===== src/rtl/crDetectPkg.sv =====
package crDetectPkg;
  localparam int IDX_W = 8;
  localparam int NUM_CNT_THR = 4;

  typedef struct packed {
    logic pix;
    logic clear;
    logic blkEnd;
    logic lastBlk;
    logic [IDX_W-1:0] col;
    logic [IDX_W-1:0] row;
  } crStrobe_t;
endpackage


===== src/rtl/crCtrl.sv =====
module crCtrl
  import crDetectPkg::*;
#(
  parameter int FRAME_W = 180,
  parameter int FRAME_H = 144,
  parameter int BLK = 8,
  parameter int BUF_W = 16,
  parameter int MIN_GAP = 2000000,
  localparam int XW = $clog2(FRAME_W),
  localparam int YW = $clog2(FRAME_H),
  localparam int LB = $clog2(BLK),
  localparam int ADDR_W = $clog2(FRAME_W * FRAME_H),
  localparam int GAP_W = $clog2(MIN_GAP + 1)
) (
  input  logic              clk,
  input  logic              rstN,
  input  logic              pixValid,
  input  logic              pixSof,
  input  logic              pixSol,
  input  logic [BUF_W-1:0]  bufLevel,
  input  logic [BUF_W-1:0]  hiMark,
  input  logic [BUF_W-1:0]  loMark,
  output logic [ADDR_W-1:0] refAddr,
  output crStrobe_t         strobe,
  output logic              skipFrame
);
  logic [XW-1:0] lastX, curX;
  logic [YW-1:0] lastY, curY;
  logic [GAP_W-1:0] gapCnt, gapNext;
  logic skipState, frameOn;
  logic sof, bufNext, rateOk, sofSkip, curSkip, active;
  logic atLastCol, blkEnd, lastBlk;

  assign sof = pixValid & pixSof;

  // position of the pixel on the input this cycle
  always_comb begin
    curX = pixSol ? '0 : lastX + XW'(1);
    if (pixSof) curY = '0;
    else if (pixSol) curY = lastY + YW'(1);
    else curY = lastY;
  end

  assign refAddr = ADDR_W'(int'(curY) * FRAME_W + int'(curX));

  // drop decision: buffer hysteresis plus minimum frame interval
  always_comb begin
    if (bufLevel > hiMark) bufNext = 1'b1;
    else if (bufLevel < loMark) bufNext = 1'b0;
    else bufNext = skipState;
  end

  assign rateOk  = gapCnt >= GAP_W'(MIN_GAP);
  assign sofSkip = bufNext | ~rateOk;
  assign curSkip = pixSof ? sofSkip : skipFrame;
  assign active  = pixValid & ~curSkip & (pixSof | frameOn);
  assign gapNext = rateOk ? gapCnt : gapCnt + GAP_W'(1);

  assign atLastCol = curX == XW'(FRAME_W - 1);
  assign blkEnd    = active & (&curY[LB-1:0]) & ((&curX[LB-1:0]) | atLastCol);
  assign lastBlk   = blkEnd & atLastCol & (curY == YW'(FRAME_H - 1));

  always_comb begin
    strobe.pix     = active;
    strobe.clear   = sof;
    strobe.blkEnd  = blkEnd;
    strobe.lastBlk = lastBlk;
    strobe.col     = IDX_W'(curX >> LB);
    strobe.row     = IDX_W'(curY >> LB);
  end

  always_ff @(posedge clk) begin
    if (!rstN) begin
      lastX     <= '0;
      lastY     <= '0;
      skipState <= 1'b0;
      skipFrame <= 1'b0;
      frameOn   <= 1'b0;
      gapCnt    <= GAP_W'(MIN_GAP);
    end else begin
      if (pixValid) begin
        lastX <= curX;
        lastY <= curY;
      end
      if (sof) begin
        skipState <= bufNext;
        skipFrame <= sofSkip;
        frameOn   <= ~sofSkip & ~lastBlk;
        gapCnt    <= sofSkip ? gapNext : GAP_W'(1);
      end else begin
        gapCnt <= gapNext;
        if (lastBlk) frameOn <= 1'b0;
      end
    end
  end

  // decision is held for the whole frame
  p_skip_hold_r8: assert property (@(posedge clk) disable iff (!rstN)
    !(pixValid && pixSof) |=> $stable(skipFrame));
  // overfull buffer drops the frame
  p_high_skips_r8: assert property (@(posedge clk) disable iff (!rstN)
    (pixValid && pixSof && bufLevel > hiMark) |=> skipFrame);
  // drained buffer with interval met codes the frame
  p_low_codes_r8: assert property (@(posedge clk) disable iff (!rstN)
    (pixValid && pixSof && bufLevel < loMark && rateOk) |=> !skipFrame);
  // early frame is dropped
  p_rate_cap_r9: assert property (@(posedge clk) disable iff (!rstN)
    (pixValid && pixSof && gapCnt < GAP_W'(MIN_GAP)) |=> skipFrame);
endmodule


===== src/rtl/crDatapath.sv =====
module crDatapath
  import crDetectPkg::*;
#(
  parameter int NCOL = 23,
  parameter int NROW = 18,
  parameter int PIX_W = 8,
  parameter int SAD_W = 14,
  parameter int CNT_W = 9,
  parameter int STEP_W = 8,
  parameter int QMIN = 2,
  localparam int COL_W = $clog2(NCOL),
  localparam int ROW_W = $clog2(NROW)
) (
  input  logic                              clk,
  input  logic                              rstN,
  input  crStrobe_t                         strobe,
  input  logic [PIX_W-1:0]                  pixData,
  input  logic [PIX_W-1:0]                  refData,
  input  logic [SAD_W-1:0]                  sadThr,
  input  logic [NUM_CNT_THR-1:0][CNT_W-1:0] cntThr,
  output logic                              blkValid,
  output logic                              blkChanged,
  output logic [COL_W-1:0]                  blkCol,
  output logic [ROW_W-1:0]                  blkRow,
  output logic                              frameDone,
  output logic [CNT_W-1:0]                  changedCount,
  output logic [STEP_W-1:0]                 quantStep
);
  localparam int LVL_W = $clog2(NUM_CNT_THR + 1);

  logic [SAD_W-1:0] acc [NCOL];
  logic [PIX_W-1:0] diff;
  logic [SAD_W-1:0] colSum, blockSum;
  logic changedNow;
  logic [CNT_W-1:0] runCount, frameCount;
  logic [NUM_CNT_THR-1:0] over;
  logic [LVL_W-1:0] level;
  logic [STEP_W-1:0] stepNow;

  assign diff = (pixData >= refData) ? pixData - refData : refData - pixData;

  always_comb begin
    colSum = '0;
    for (int c = 0; c < NCOL; c++)
      if (strobe.col == IDX_W'(c)) colSum = acc[c];
  end

  assign blockSum   = colSum + SAD_W'(diff);
  assign changedNow = strobe.blkEnd & (blockSum > sadThr);
  assign frameCount = runCount + CNT_W'(changedNow);

  // one comparator per count threshold
  for (genvar k = 0; k < NUM_CNT_THR; k++) begin : g_thr
    assign over[k] = frameCount > cntThr[k];
  end

  always_comb begin
    level = '0;
    for (int k = 0; k < NUM_CNT_THR; k++)
      level = level + LVL_W'(over[k]);
    stepNow = STEP_W'(QMIN) << level;
  end

  always_ff @(posedge clk) begin
    if (!rstN) begin
      for (int c = 0; c < NCOL; c++) acc[c] <= '0;
      runCount     <= '0;
      blkValid     <= 1'b0;
      blkChanged   <= 1'b0;
      blkCol       <= '0;
      blkRow       <= '0;
      frameDone    <= 1'b0;
      changedCount <= '0;
      quantStep    <= '0;
    end else begin
      for (int c = 0; c < NCOL; c++) begin
        if (strobe.pix && strobe.col == IDX_W'(c))
          acc[c] <= strobe.blkEnd ? '0 :
                    (strobe.clear ? SAD_W'(diff) : acc[c] + SAD_W'(diff));
        else if (strobe.clear)
          acc[c] <= '0;
      end
      if (strobe.clear) runCount <= '0;
      else if (changedNow) runCount <= runCount + CNT_W'(1);
      blkValid   <= strobe.blkEnd;
      blkChanged <= changedNow;
      if (strobe.blkEnd) begin
        blkCol <= COL_W'(strobe.col);
        blkRow <= ROW_W'(strobe.row);
      end
      frameDone <= strobe.lastBlk;
      if (strobe.lastBlk) begin
        changedCount <= frameCount;
        quantStep    <= stepNow;
      end
    end
  end

  // frame end coincides with the bottom-right block result
  p_done_last_r6: assert property (@(posedge clk) disable iff (!rstN)
    frameDone |-> (blkValid && blkCol == COL_W'(NCOL - 1) && blkRow == ROW_W'(NROW - 1)));
  // count never exceeds the number of blocks
  p_count_bound_r6: assert property (@(posedge clk) disable iff (!rstN)
    frameDone |-> changedCount <= CNT_W'(NCOL * NROW));
  // a count at or below every threshold gives the finest step
  p_step_floor_r7: assert property (@(posedge clk) disable iff (!rstN)
    (frameDone && changedCount <= cntThr[0] && changedCount <= cntThr[1] &&
     changedCount <= cntThr[2] && changedCount <= cntThr[3] && $stable(cntThr))
    |-> quantStep == STEP_W'(QMIN));
  // a block result lasts a single cycle when blocks are 8 wide
  p_blk_pulse_r5: assert property (@(posedge clk) disable iff (!rstN)
    (blkValid && blkCol != COL_W'(NCOL - 1)) |=> !blkValid);
endmodule


===== src/rtl/blkChangeDetect.sv =====
module blkChangeDetect
  import crDetectPkg::*;
#(
  parameter int FRAME_W = 180,
  parameter int FRAME_H = 144,
  parameter int BLK = 8,
  parameter int PIX_W = 8,
  parameter int BUF_W = 16,
  parameter int STEP_W = 8,
  parameter int QMIN = 2,
  parameter int MIN_GAP = 2000000,
  localparam int NCOL = (FRAME_W + BLK - 1) / BLK,
  localparam int NROW = FRAME_H / BLK,
  localparam int NBLK = NCOL * NROW,
  localparam int COL_W = $clog2(NCOL),
  localparam int ROW_W = $clog2(NROW),
  localparam int CNT_W = $clog2(NBLK + 1),
  localparam int SAD_W = $clog2(BLK * BLK * ((1 << PIX_W) - 1) + 1),
  localparam int ADDR_W = $clog2(FRAME_W * FRAME_H)
) (
  input  logic              clk,
  input  logic              rstN,
  input  logic              pixValid,
  input  logic              pixSof,
  input  logic              pixSol,
  input  logic [PIX_W-1:0]  pixData,
  output logic [ADDR_W-1:0] refAddr,
  input  logic [PIX_W-1:0]  refData,
  input  logic [BUF_W-1:0]  bufLevel,
  input  logic [BUF_W-1:0]  hiMark,
  input  logic [BUF_W-1:0]  loMark,
  input  logic [SAD_W-1:0]  sadThr,
  input  logic [CNT_W-1:0]  cntThr0,
  input  logic [CNT_W-1:0]  cntThr1,
  input  logic [CNT_W-1:0]  cntThr2,
  input  logic [CNT_W-1:0]  cntThr3,
  output logic              blkValid,
  output logic              blkChanged,
  output logic [COL_W-1:0]  blkCol,
  output logic [ROW_W-1:0]  blkRow,
  output logic              skipFrame,
  output logic              frameDone,
  output logic [CNT_W-1:0]  changedCount,
  output logic [STEP_W-1:0] quantStep
);
  crStrobe_t strobe;
  logic [NUM_CNT_THR-1:0][CNT_W-1:0] thrPack;

  assign thrPack = {cntThr3, cntThr2, cntThr1, cntThr0};

  crCtrl #(
    .FRAME_W(FRAME_W), .FRAME_H(FRAME_H), .BLK(BLK),
    .BUF_W(BUF_W), .MIN_GAP(MIN_GAP)
  ) ctrl (
    .clk(clk), .rstN(rstN), .pixValid(pixValid), .pixSof(pixSof),
    .pixSol(pixSol), .bufLevel(bufLevel), .hiMark(hiMark), .loMark(loMark),
    .refAddr(refAddr), .strobe(strobe), .skipFrame(skipFrame)
  );

  crDatapath #(
    .NCOL(NCOL), .NROW(NROW), .PIX_W(PIX_W), .SAD_W(SAD_W),
    .CNT_W(CNT_W), .STEP_W(STEP_W), .QMIN(QMIN)
  ) dpath (
    .clk(clk), .rstN(rstN), .strobe(strobe), .pixData(pixData),
    .refData(refData), .sadThr(sadThr), .cntThr(thrPack),
    .blkValid(blkValid), .blkChanged(blkChanged), .blkCol(blkCol),
    .blkRow(blkRow), .frameDone(frameDone), .changedCount(changedCount),
    .quantStep(quantStep)
  );

  // a dropped frame stays silent
  p_quiet_skip_r10: assert property (@(posedge clk) disable iff (!rstN)
    skipFrame |-> (!blkValid && !frameDone));
endmodule


===== config.mk =====
export PLATFORM = sky130hd
export DESIGN_NAME = blkChangeDetect
export DESIGN_NICKNAME = d
export VERILOG_FILES = /design/src/rtl/crDetectPkg.sv /design/src/rtl/crCtrl.sv /design/src/rtl/crDatapath.sv /design/src/rtl/blkChangeDetect.sv
export SDC_FILE = /design/constraint.sdc
export NUM_CORES = 1
export LEC_CHECK = 0
export BUFFER_PORTS_ARGS = -buffer_cell sky130_fd_sc_hd__buf_2
export CORE_AREA = 2 2 237 239
export CTS_BUF_LIST = sky130_fd_sc_hd__clkbuf_4 sky130_fd_sc_hd__clkbuf_8
export CTS_CLUSTER_DIAMETER = 100
export DETAILED_ROUTE_END_ITERATION = 8
export DIE_AREA = 0 0 239 241
export GPL_ROUTABILITY_DRIVEN = 0
export PLACE_DENSITY = 0.76
export SETUP_SLACK_MARGIN = 0.3
export SLEW_MARGIN = 20
export SYNTH_ARGS = -nofsm -noshare
export SYNTH_HDL_FRONTEND = slang
export SYNTH_SLANG_ARGS = --single-unit

===== constraint.sdc =====
create_clock -name clk -period 12.5 [get_ports clk]
set_input_delay 2.5 -clock clk [delete_from_list [all_inputs] [get_ports clk]]
set_output_delay 2.5 -clock clk [all_outputs]
set_load 0.01 [all_outputs]

# Word level (Yosys, flattened, before mapping)
# Memories as Yosys holds them, arrays and structs flattened.
# Cells that the tools add are included.
# W data, S select, Z words.
[classes] magnitude_cmp=9 n_bitwise=63 muxes=267 mul=1 n_reduce_logical=28 n_eq_ne=24 n_shift=1 addsub=35
[ops] cell="$mux W14" count=115
[ops] cell="$add A14 B8 Y14" count=24
[ops] cell="$mux W1" count=145
[ops] cell="$mux W21" count=3
[ops] cell="$or A1 B1 Y1" count=49
[ops] cell="$eq A5 B4 Y1 const B" count=8
[ops] cell="$gt A9 B9 Y1" count=4
[ops] cell="$eq A5 B5 Y1 const B" count=7
[ops] cell="$mux W8" count=4
[ops] cell="$logic_and A1 B1 Y1" count=23
[ops] cell="$add A21 B1 Y21 const B" count=1
[ops] cell="$ge A21 B21 Y1 const B" count=1
[ops] cell="$eq A5 B3 Y1 const B" count=4
[ops] cell="$add A8 B1 Y8 const B" count=2
[ops] cell="$eq A8 B8 Y1 const B" count=2
[ops] cell="$gt A16 B16 Y1" count=1
[ops] cell="$lt A16 B16 Y1" count=1
[ops] cell="$sub A8 B8 Y8" count=2
[ops] cell="$add A15 B9 Y15" count=1
[ops] cell="$gt A14 B14 Y1" count=1
[ops] cell="$mul A8 B6 Y13 const B" count=1
[ops] cell="$eq A5 B2 Y1 const B" count=2
[ops] cell="$add A9 B1 Y9" count=1
[ops] cell="$add A9 B1 Y9 const B" count=1
[ops] cell="other kinds (11)" count=25
[totals] regBits=79 out_inout_bits=46 memories=1 ram_bits=322 input_bits=119
[memory_table] memory="dpath.acc" words=23 width=14 rd=23 rd_clocked_by_memory_dff=0 wr=23 line_no="crDatapath.sv:31" rtl="logic [SAD_W-1:0] acc [NCOL];"

# Logic depth before layout (Yosys ltp)
# Gate-level depths: netlist of the first run.
[depth] depth_word=35 mapped_depth=52 depth_no_buf=50

# Modules after synthesis
# Synthesis of the first run repeated with hierarchy kept, for this count alone.
[unflattened] hier_cells=3463 area_unflattened_um2=32257.2
[modules_own_cells] mod="crDatapath" seq_area_each_um2=10430.0 n_inst=1 area_each_um2=27985.6 cells_per_inst=2942
[modules_own_cells] mod="crCtrl" seq_area_each_um2=800.8 n_inst=1 area_each_um2=4271.6 cells_per_inst=521

# Least setup slack after synthesis of the first run
# OpenSTA, ideal clock, no wires.
[synth_timing] path_kind="input -> register" from="in pixData[0]" to="reg dpath.quantStep[3]" stages=46 t_required_ns=12.372 setup_ns=0.128 slack_ns=0.171 path_buffers=1 arrival_ns=12.202 cell_sequence="inv_1 > ha_1 > inv_1 > fa_1 > a21o_1 > a2111oi_2 > or3_1 > buf_6 > mux2i_1 > inv_1 > ha_1 > a21o_1 > a21oi_1 > o21bai_1 > a21oi_1 > o21bai_1 > a21o_1 > a21oi_1 > [... 10 more ...] > ha_1 > xor2_1 > ha_1 > o21a_1 > o21a_1 > o21a_1 > o21a_1 > o21a_1 > o21ai_0 > nand2b_1 > a21oi_1 > a41oi_1 > ha_1 > fa_1 > ha_1 > nor3b_1 > mux2i_1 > nor2_1"
[synth_via] elab_chain_cells=11 word_cells_on_any_way=16 classes_between="7 x add/sub; 6 x order compare; 1 x shift; 1 x mux; 1 x bitwise"
[synth_rtl] element="from (decl)" line_no="blkChangeDetect.sv:26" rtl="input logic [PIX_W-1:0] pixData,"
[synth_rtl] element="$sub A8 B8 Y8 / $ge A8 B8 Y1 (equally long branches)" line_no="crDatapath.sv:40" rtl="assign diff = (pixData >= refData) ? pixData - refData : refData - pixData;"
[synth_rtl] element="$mux W8 *" line_no="crDatapath.sv:40"
[synth_rtl] element="$add A14 B8 Y14 *" line_no="crDatapath.sv:48" rtl="assign blockSum = colSum + SAD_W'(diff);"
[synth_rtl] element="$gt A14 B14 Y1 *" line_no="crDatapath.sv:49" rtl="assign changedNow = strobe.blkEnd & (blockSum > sadThr);"
[synth_rtl] element="$and A1 B1 Y1 *" line_no="crDatapath.sv:49"
[synth_rtl] element="net dpath.changedNow" line_no="crDatapath.sv:34" rtl="logic changedNow;"
[synth_rtl] element="$add A9 B1 Y9 *" line_no="crDatapath.sv:50" rtl="assign frameCount = runCount + CNT_W'(changedNow);"
[synth_rtl] element="net dpath.frameCount[2]" line_no="crDatapath.sv:35" rtl="logic [CNT_W-1:0] runCount, frameCount;"
[synth_rtl] element="$gt A9 B9 Y1" line_no="crDatapath.sv:54" rtl="assign over[k] = frameCount > cntThr[k];"
[synth_rtl] element="$add A1 B1 Y2" line_no="crDatapath.sv:60" rtl="level = level + LVL_W'(over[k]);"
[synth_rtl] element="$add A3 B1 Y3" line_no="crDatapath.sv:60"
[synth_rtl] element="$add A3 B1 Y3 *" line_no="crDatapath.sv:60"
[synth_rtl] element="$shl A2 B3 Y8 *" line_no="crDatapath.sv:61" rtl="stepNow = STEP_W'(QMIN) << level;"
[synth_rtl] element="to (signal assigned)" line_no="crDatapath.sv:94" rtl="quantStep <= stepNow;"
[synth_rtl] element="to (decl)" line_no="crDatapath.sv:27" rtl="output logic [STEP_W-1:0] quantStep"
# The timed path passes the listed nets; every way through them passes the cells marked *.
# A chain may end at the register's enable or synchronous reset.

# Final worst setup path of the first run
[layout_timing] from="in pixSol" to="reg dpath.quantStep[2]"
[layout_via] elab_chain_cells=34 word_cells_on_any_way=70 classes_between="5 x add/sub; 5 x order compare; 24 x eq/ne; 1 x shift; 26 x mux; 6 x bitwise; 3 x reduce/logical"
[layout_rtl] element="from (decl)" line_no="blkChangeDetect.sv:25" rtl="input logic pixSol,"
[layout_rtl] element="$mux W8" line_no="crCtrl.sv:38" rtl="curX = pixSol ? '0 : lastX + XW'(1);"
[layout_rtl] element="$logic_not A8 Y1" line_no="crDatapath.sv:45" rtl="if (strobe.col == IDX_W'(c)) colSum = acc[c];"
[layout_rtl] element="$mux W14 (23 in series)" line_no="crDatapath.sv:45"
[layout_rtl] element="$add A14 B8 Y14" line_no="crDatapath.sv:48"
[layout_rtl] element="$gt A14 B14 Y1" line_no="crDatapath.sv:49"
[layout_rtl] element="$and A1 B1 Y1 *" line_no="crDatapath.sv:49"
[layout_rtl] element="net dpath.changedNow" line_no="crDatapath.sv:34"
[layout_rtl] element="$add A9 B1 Y9 *" line_no="crDatapath.sv:50"
[layout_rtl] element="net dpath.frameCount[2]" line_no="crDatapath.sv:35"
[layout_rtl] element="$gt A9 B9 Y1" line_no="crDatapath.sv:54"
[layout_rtl] element="$add A1 B1 Y2" line_no="crDatapath.sv:60"
[layout_rtl] element="$add A3 B1 Y3" line_no="crDatapath.sv:60"
[layout_rtl] element="$add A3 B1 Y3 *" line_no="crDatapath.sv:60"
[layout_rtl] element="$shl A2 B3 Y8 *" line_no="crDatapath.sv:61"
# Marked as above.

==> results of run 1 <==
[report_power, final]
part           switching, mW  internal (mW)
Combinational          0.960          0.665
Sequential             0.131           1.55
Clock                  0.607          0.690
Total                   1.70           2.90
[worst paths after layout]
check                                        start                  to  slack [ps]  cells past startpoint
worst min-delay path            dpath.quantStep[5]  dpath.quantStep[5]         470                      2
worst max-delay path                        pixSol  dpath.quantStep[2]         760                     50
worst max register to register       ctrl.lastX[3]  dpath.quantStep[2]        1460                     46
worst min register to register  dpath.quantStep[5]  dpath.quantStep[5]         470                      2
[layout make-up]
| class | count | area, um2 | area share |
|---|---|---|---|
| well taps | 704 | 881 | 0.0250 |
| flip-flops and latches | 400 | 11200 | 0.319 |
| clock inverters | 28 | 216 | 0.00615 |
| repair buffers | 261 | 1550 | 0.0441 |
| clock buffers | 100 | 1240 | 0.0353 |
| multi-input cells | 2682 | 19200 | 0.544 |
| diodes | 1 | 2.50 | 0.0000710 |
| inverters | 249 | 942 | 0.0267 |
[registers in the layout (all words and copies together) (netlist names), 5 cells and up]
signal              cells
ctrl.gapCnt            21
ctrl.lastX              8
ctrl.lastY              8
dpath.acc             322
dpath.blkCol            5
dpath.blkRow            5
dpath.changedCount      9
dpath.quantStep         7
dpath.runCount          9
[metal layers]
metal | part of all wire | global-route usage | wire length (um)
met5 | 0.00028 | 0 | 29
met3 | 0.12 | 0.0981 | 12800
met2 | 0.43 | 0.549 | 44900
met1 | 0.38 | 0.454 | 39200
met4 | 0.070 | 0.219 | 7340
[per-stage QoR]
step / hold WS, ps / setup slack [ps] / power [mW] / setup TNS [ps] / std cells
after floorplan: 461 / 415 / 2.83 / 0 / 3452
after global placement: 468 / 246 / 3.23 / 0 / 4295
after detailed placement: 466 / -91.4 / 3.27 / -291 / 4295
after CTS: 474 / 570 / 4.56 / 0 / 4423
after global routing: 515 / 217 / 4.82 / 0 / 4425
final: 471 / 763 / 4.60 / 0 / 4425
[worst register-to-register path, delay by kind of cell, from the launching register on]
kind / cells / cell delay (ps)
multiplexers: 1 / 120
XOR/XNOR: 2 / 410
flip-flops: 1 / 730
AO/OA/AOI/OAI: 26 / 5050
adder cells (fa/ha/maj): 8 / 2470
AND/OR/NAND/NOR: 9 / 2200
[kinds of logic after synthesis]
group / synth area share
AND/OR/NAND/NOR: 0.145
AO/OA/AOI/OAI: 0.186
flip-flops: 0.354
multiplexers: 0.0174
other: 0.000118
adder cells (fa/ha/maj): 0.153
XOR/XNOR: 0.0972
buffers and inverters: 0.0471
[cells in the final DEF, fill, tap and decap left out, types with 27 or more instances in the layout]
cell,instances
buf_4,98
ha_1,324
buf_2,162
xnor2_1,246
a21o_1,76
a21oi_1,391
o21a_1,27
nand4_1,55
nand2_1,323
xor2_1,96
o21ai_1,30
dfxtp_1,78
nor2_1,366
nand3_1,46
inv_1,245
fa_1,37
clkbuf_8,79
nor3_1,28
nor3b_1,43
o21bai_1,99
o21ai_0,63
nor2b_1,34
mux2i_1,48
edfxtp_1,322
[repair_timing]
| action | 4_1_cts | 5_1_grt |
|---|---|---|
| resized for setup | 0 | 10 |
| setup buffers | 0 | 1 |
| endpoints found under the setup margin | 0 | 7 |
| endpoints found under the hold margin | 0 | 0 |
==> flow_metrics.tcl, run 1 <==
set metrics [dict create \
    status "completed" \
    syn_area_um2 31700 \
    antenna_left 0 \
    hp-class "flop to flop" \
    grt_pass1_wl_mm 157 \
    fin_area_um2 35200 \
    fin_crit_sh 0.939 \
    worst_setup_path_end_kind "flop" \
    first_pass_iters 8 \
    grt_overflow 0 \
    avgSynthCellArea_um2 9.19 \
    drive_gt1_frac 0.120 \
    leakage_nw 14.7 \
    drt-vias-per-instance 6.41 \
    synth_ff_type "edfxtp_1" \
    die_h_um 241 \
    io_pins 165 \
    start_util 0.578 \
    placedInstanceArea_um2 33700 \
    dp_hpwl_mm 76.6 \
    fp-row-count 86 \
    rsz0062_at_grt "no" \
    yosysMostFrequentCell "a21oi_1" \
    clock-sinks 400 \
    ys_seq_area_frac 0.354 \
    synth_edf_count 322 \
    nNetsFinal 4151 \
    htree_num_levels 3 \
    syn_to_final_growth_pct 11.1 \
    tightest_slew_ps 1300 \
    async_flop_share 0 \
    critical_path.top_delay_family "compound AO/OA/AOI/OAI gates" \
    wl_per_cell_um 23.6 \
    power_density_nw_per_um2 131 \
    clock_skew_ps 35.0 \
    numCtsBuffers 74 \
    crit_type "primary input to flop" \
    synth_top_area_frac 0.305 \
    cap_violations 0 \
    detail_route.wirelength_mm 104 \
    io_buffers 163 \
    critPathArrivalTime_ps 12350 \
    synth_area_leaders "edfxtp_1 (30%), ha_1 (13%), xnor2_1 (7.0%), a21oi_1 (6.2%), dfxtp_1 (4.9%)" \
    ys_types 89 \
    yosys-top-cells-count "a21oi_1 (391), nor2_1 (368), ha_1 (326)" \
    first_iter_violations 3911 \
    clk_path_buf_depth 3 \
    syn_inst 3452 \
    slew-limit-headroom 0.130 \
    critPathSlowestCell "fa_1" \
    worstSkewPairLatency_ps 710 \
    ir_drop_mv 0.0948 \
    coreArea_um2 54900 \
    dieArea_um2 57600 \
    drc 0 \
    grt_pass1_vias 26900 \
    critPathBufInv 3 \
    synth_nets 3935 \
    die_w_um 239 \
    grt_max_degree 78 \
    hold_viol 0 \
    yosysTopAreaCell "edfxtp_1" \
    crit_required_ps 13110 \
    cts_tree "yes" \
    grt_util_all_layers 0.359 \
    setup_viol_count_final 0 \
    antenna_found_initial 4 \
    min_period_ps 11740 \
    slowest_delay_ps 410 \
    postLayoutCoreUtil 0.642 \
    drv_slew 0 \
    fmax_mhz 85.2 \
    worstPathMaxFanout 15 \
    hold_buffers 0 \
    fillCellCount 4540 \
    clk_pin_slew_worst_paths_ps 60 \
    synth_warnings 0 \
    ys_ff_latch 400 \
    cts_root_buf "clkbuf_8" \
    crit_path_start_kind "primary input" \
    via_count 28400 \
]
(Power assumes the default switching activity.)
==> inputs of run 2 (changes only) <==
--- a/config.mk
+++ b/config.mk
@@ -5,6 +5,7 @@
 export SDC_FILE = /design/constraint.sdc
 export NUM_CORES = 1
 export LEC_CHECK = 0
+export ABC_AREA = 1
 export BUFFER_PORTS_ARGS = -buffer_cell sky130_fd_sc_hd__buf_2
 export CORE_AREA = 2 2 237 239
 export CTS_BUF_LIST = sky130_fd_sc_hd__clkbuf_4 sky130_fd_sc_hd__clkbuf_8
@@ -12,7 +13,7 @@
 export DETAILED_ROUTE_END_ITERATION = 8
 export DIE_AREA = 0 0 239 241
 export GPL_ROUTABILITY_DRIVEN = 0
-export PLACE_DENSITY = 0.76
+export PLACE_DENSITY = 0.75
 export SETUP_SLACK_MARGIN = 0.3
 export SLEW_MARGIN = 20
 export SYNTH_ARGS = -nofsm -noshare
==> constraint.sdc (replaced) <==
create_clock -name clk -period 9.62 [get_ports clk]
set_input_delay 2.886 -clock clk [delete_from_list [all_inputs] [get_ports clk]]
set_output_delay 2.886 -clock clk [all_outputs]
set_load 0.01 [all_outputs]
==> flow_metrics.tcl, run 2 <==
set metrics [dict create \
    io_buffers 163 \
    synth_nets 4365 \
    grt_pass1_vias 28000 \
    min_period_ps 10750 \
    syn_inst 3882 \
    violations "setup timing" \
    antenna_left 0 \
    avgSynthCellArea_um2 8.11 \
    power_density_nw_per_um2 159 \
    start_util 0.574 \
    critPathArrivalTime_ps 11320 \
    fillCellCount 4321 \
    clk_pin_slew_worst_paths_ps 60 \
    wl_per_cell_um 17.5 \
    htree_num_levels 3 \
    clock_skew_ps 49.9 \
    fin_crit_sh 1.12 \
    leakage_nw 17.5 \
    syn_area_um2 31500 \
    synth_top_area_frac 0.307 \
    clock-sinks 400 \
    critPathSlowestCell "o21ai_0" \
    synth_edf_count 322 \
    antenna_found_initial 1 \
    synth_ff_type "edfxtp_1" \
    die_w_um 239 \
    regMostFlops "dpath.acc" \
    postLayoutCoreUtil 0.690 \
    fin_area_um2 37900 \
    nNetsFinal 4835 \
    status "finished, violations left" \
    synth_area_leaders "edfxtp_1 (31%), ha_1 (13%), nand2_1 (8.2%), inv_1 (6.1%), a21oi_1 (5.7%)" \
    layout.cells.most_common "nand2_1" \
    cpMostUsedCell "ha_4" \
    mostFrequentLayoutCells "nand2_1 (671), inv_1 (500), nor2_1 (354), a21oi_1 (328), edfxtp_1 (322)" \
    hold_viol 0 \
    syn_to_final_growth_pct 20.3 \
    drt-vias-per-instance 5.65 \
    worst_slack_ps -1130 \
    worst_setup_path_end_kind "flop" \
    crit_required_ps 10190 \
    cts_root_buf "clkbuf_8" \
    reg2reg_from "ctrl.lastX[0]" \
    clk_path_buf_depth 3 \
    via_count 28900 \
    worstPathMaxFanout 7 \
    hp-class "flop to flop" \
    coreArea_um2 54900 \
    ys_ff_latch 400 \
    worstHoldStart "dpath.blkRow[3]" \
    die_h_um 241 \
    ir_drop_mv 0.0991 \
    rsz0062_at_grt "yes" \
    async_flop_share 0 \
    drc 0 \
    grt_util_all_layers 0.308 \
    cts_tree "yes" \
    grt_overflow 0 \
    yosysTopAreaCell "edfxtp_1" \
    cap_violations 0 \
    crit_type "primary input to flop" \
    placed_cells 4934 \
    critPathLaunch "pixSol" \
    crit_path_start_kind "primary input" \
    drive_gt1_frac 0.199 \
    yosys-top-cells-count "nand2_1 (687), inv_1 (513), nor2_1 (368)" \
    yosysMostFrequentCell "nand2_1" \
    largest_reg_flops 322 \
    placedInstanceArea_um2 35300 \
    grt_max_degree 48 \
    fp-row-count 86 \
    fin_cells 5110 \
    grt_pass1_wl_mm 141 \
    dp_hpwl_mm 63.8 \
    tns_ps -10200 \
    place_ws_ps -1930 \
    ys_seq_area_frac 0.357 \
    setup_viol_count_final 13 \
    tightest_slew_ps 1120 \
    slew-limit-headroom 0.255 \
    worstSkewPairLatency_ps 670 \
    dieArea_um2 57600 \
    drv_slew 0 \
    ys_types 68 \
    slowest_delay_ps 370 \
    detail_route.wirelength_mm 89.6 \
    first_iter_violations 2385 \
    synth_warnings 0 \
    fmax_mhz 93.0 \
    numCtsBuffers 74 \
    first_pass_iters 5 \
    top_regs "dpath.acc: 322 flops, ctrl.gapCnt: 21 flops" \
    io_pins 165 \
]
-- run 2: power breakdown --
group,internal [mW],switching [mW]
clock network,0.884,0.756
registers,2.00,0.0920
logic,0.924,1.37
-- run 2: routing by layer --
layer / vias up / wire [um] / track usage / share of wire
met2: 1133 / 41300 / 0.510 / 0.46
li1: 14100 / - / - / -
met1: 13400 / 36300 / 0.393 / 0.41
met4: 0 / 3500 / 0.136 / 0.039
met3: 232 / 8480 / 0.0622 / 0.095
met5: - / 0 / 0 / 0
-- run 2: path summary, 6_finish.rpt --
check	endpoint	slack, ps	cells after the start
worst max-delay path	dpath.quantStep[1]	-1130	59
worst min register to register	dpath.blkRow[3]	450	2
worst min-delay path	dpath.blkRow[3]	450	2
worst max register to register	dpath.quantStep[1]	370	62
-- run 2: layout make-up --
type	instances	area (um2)	area share
Clock buffer	108	1290	0.0341
Tap cell	704	881	0.0233
Multi-Input combinational cell	2854	18900	0.498
Inverter	535	2070	0.0546
Sequential cell	400	11200	0.296
Clock inverter	21	124	0.00327
Timing Repair Buffer	487	3400	0.0898
Antenna cell	1	2.50	0.0000661
-- run 2: repair_timing --
item | CTS | global route
pin swaps | 63 | 73
setup buffers | 28 | 18
gates resized for setup | 89 | 86
hold buffers | 0 | 0
setup endpoints to repair | 15 | 18
-- run 2: kinds of logic after synthesis --
logic type	share of synthesized area
compound gates	0.133
simple gates	0.205
mux	0.000993
other cells	0.000119
flops	0.357
xor+xnor	0.0734
fa+ha+maj	0.154
buf+inv	0.0775
-- run 2: stage by stage --
stage	power (mW)	hold WS [ps]
after floorplan	3.64	423
after global placement	4.20	436
after detailed placement	4.25	440
after CTS	5.95	457
after global routing	6.38	486
final	6.03	454
-- run 2: critical path: cells and delay by family --
kind	cells	cell delay, ps
xor gates and xnor gates	2	310
buffers and inverters	10	1020
and+or+nand+nor	20	2010
AOI/OAI and AO/OA	19	3100
adders and majority gates	8	2010
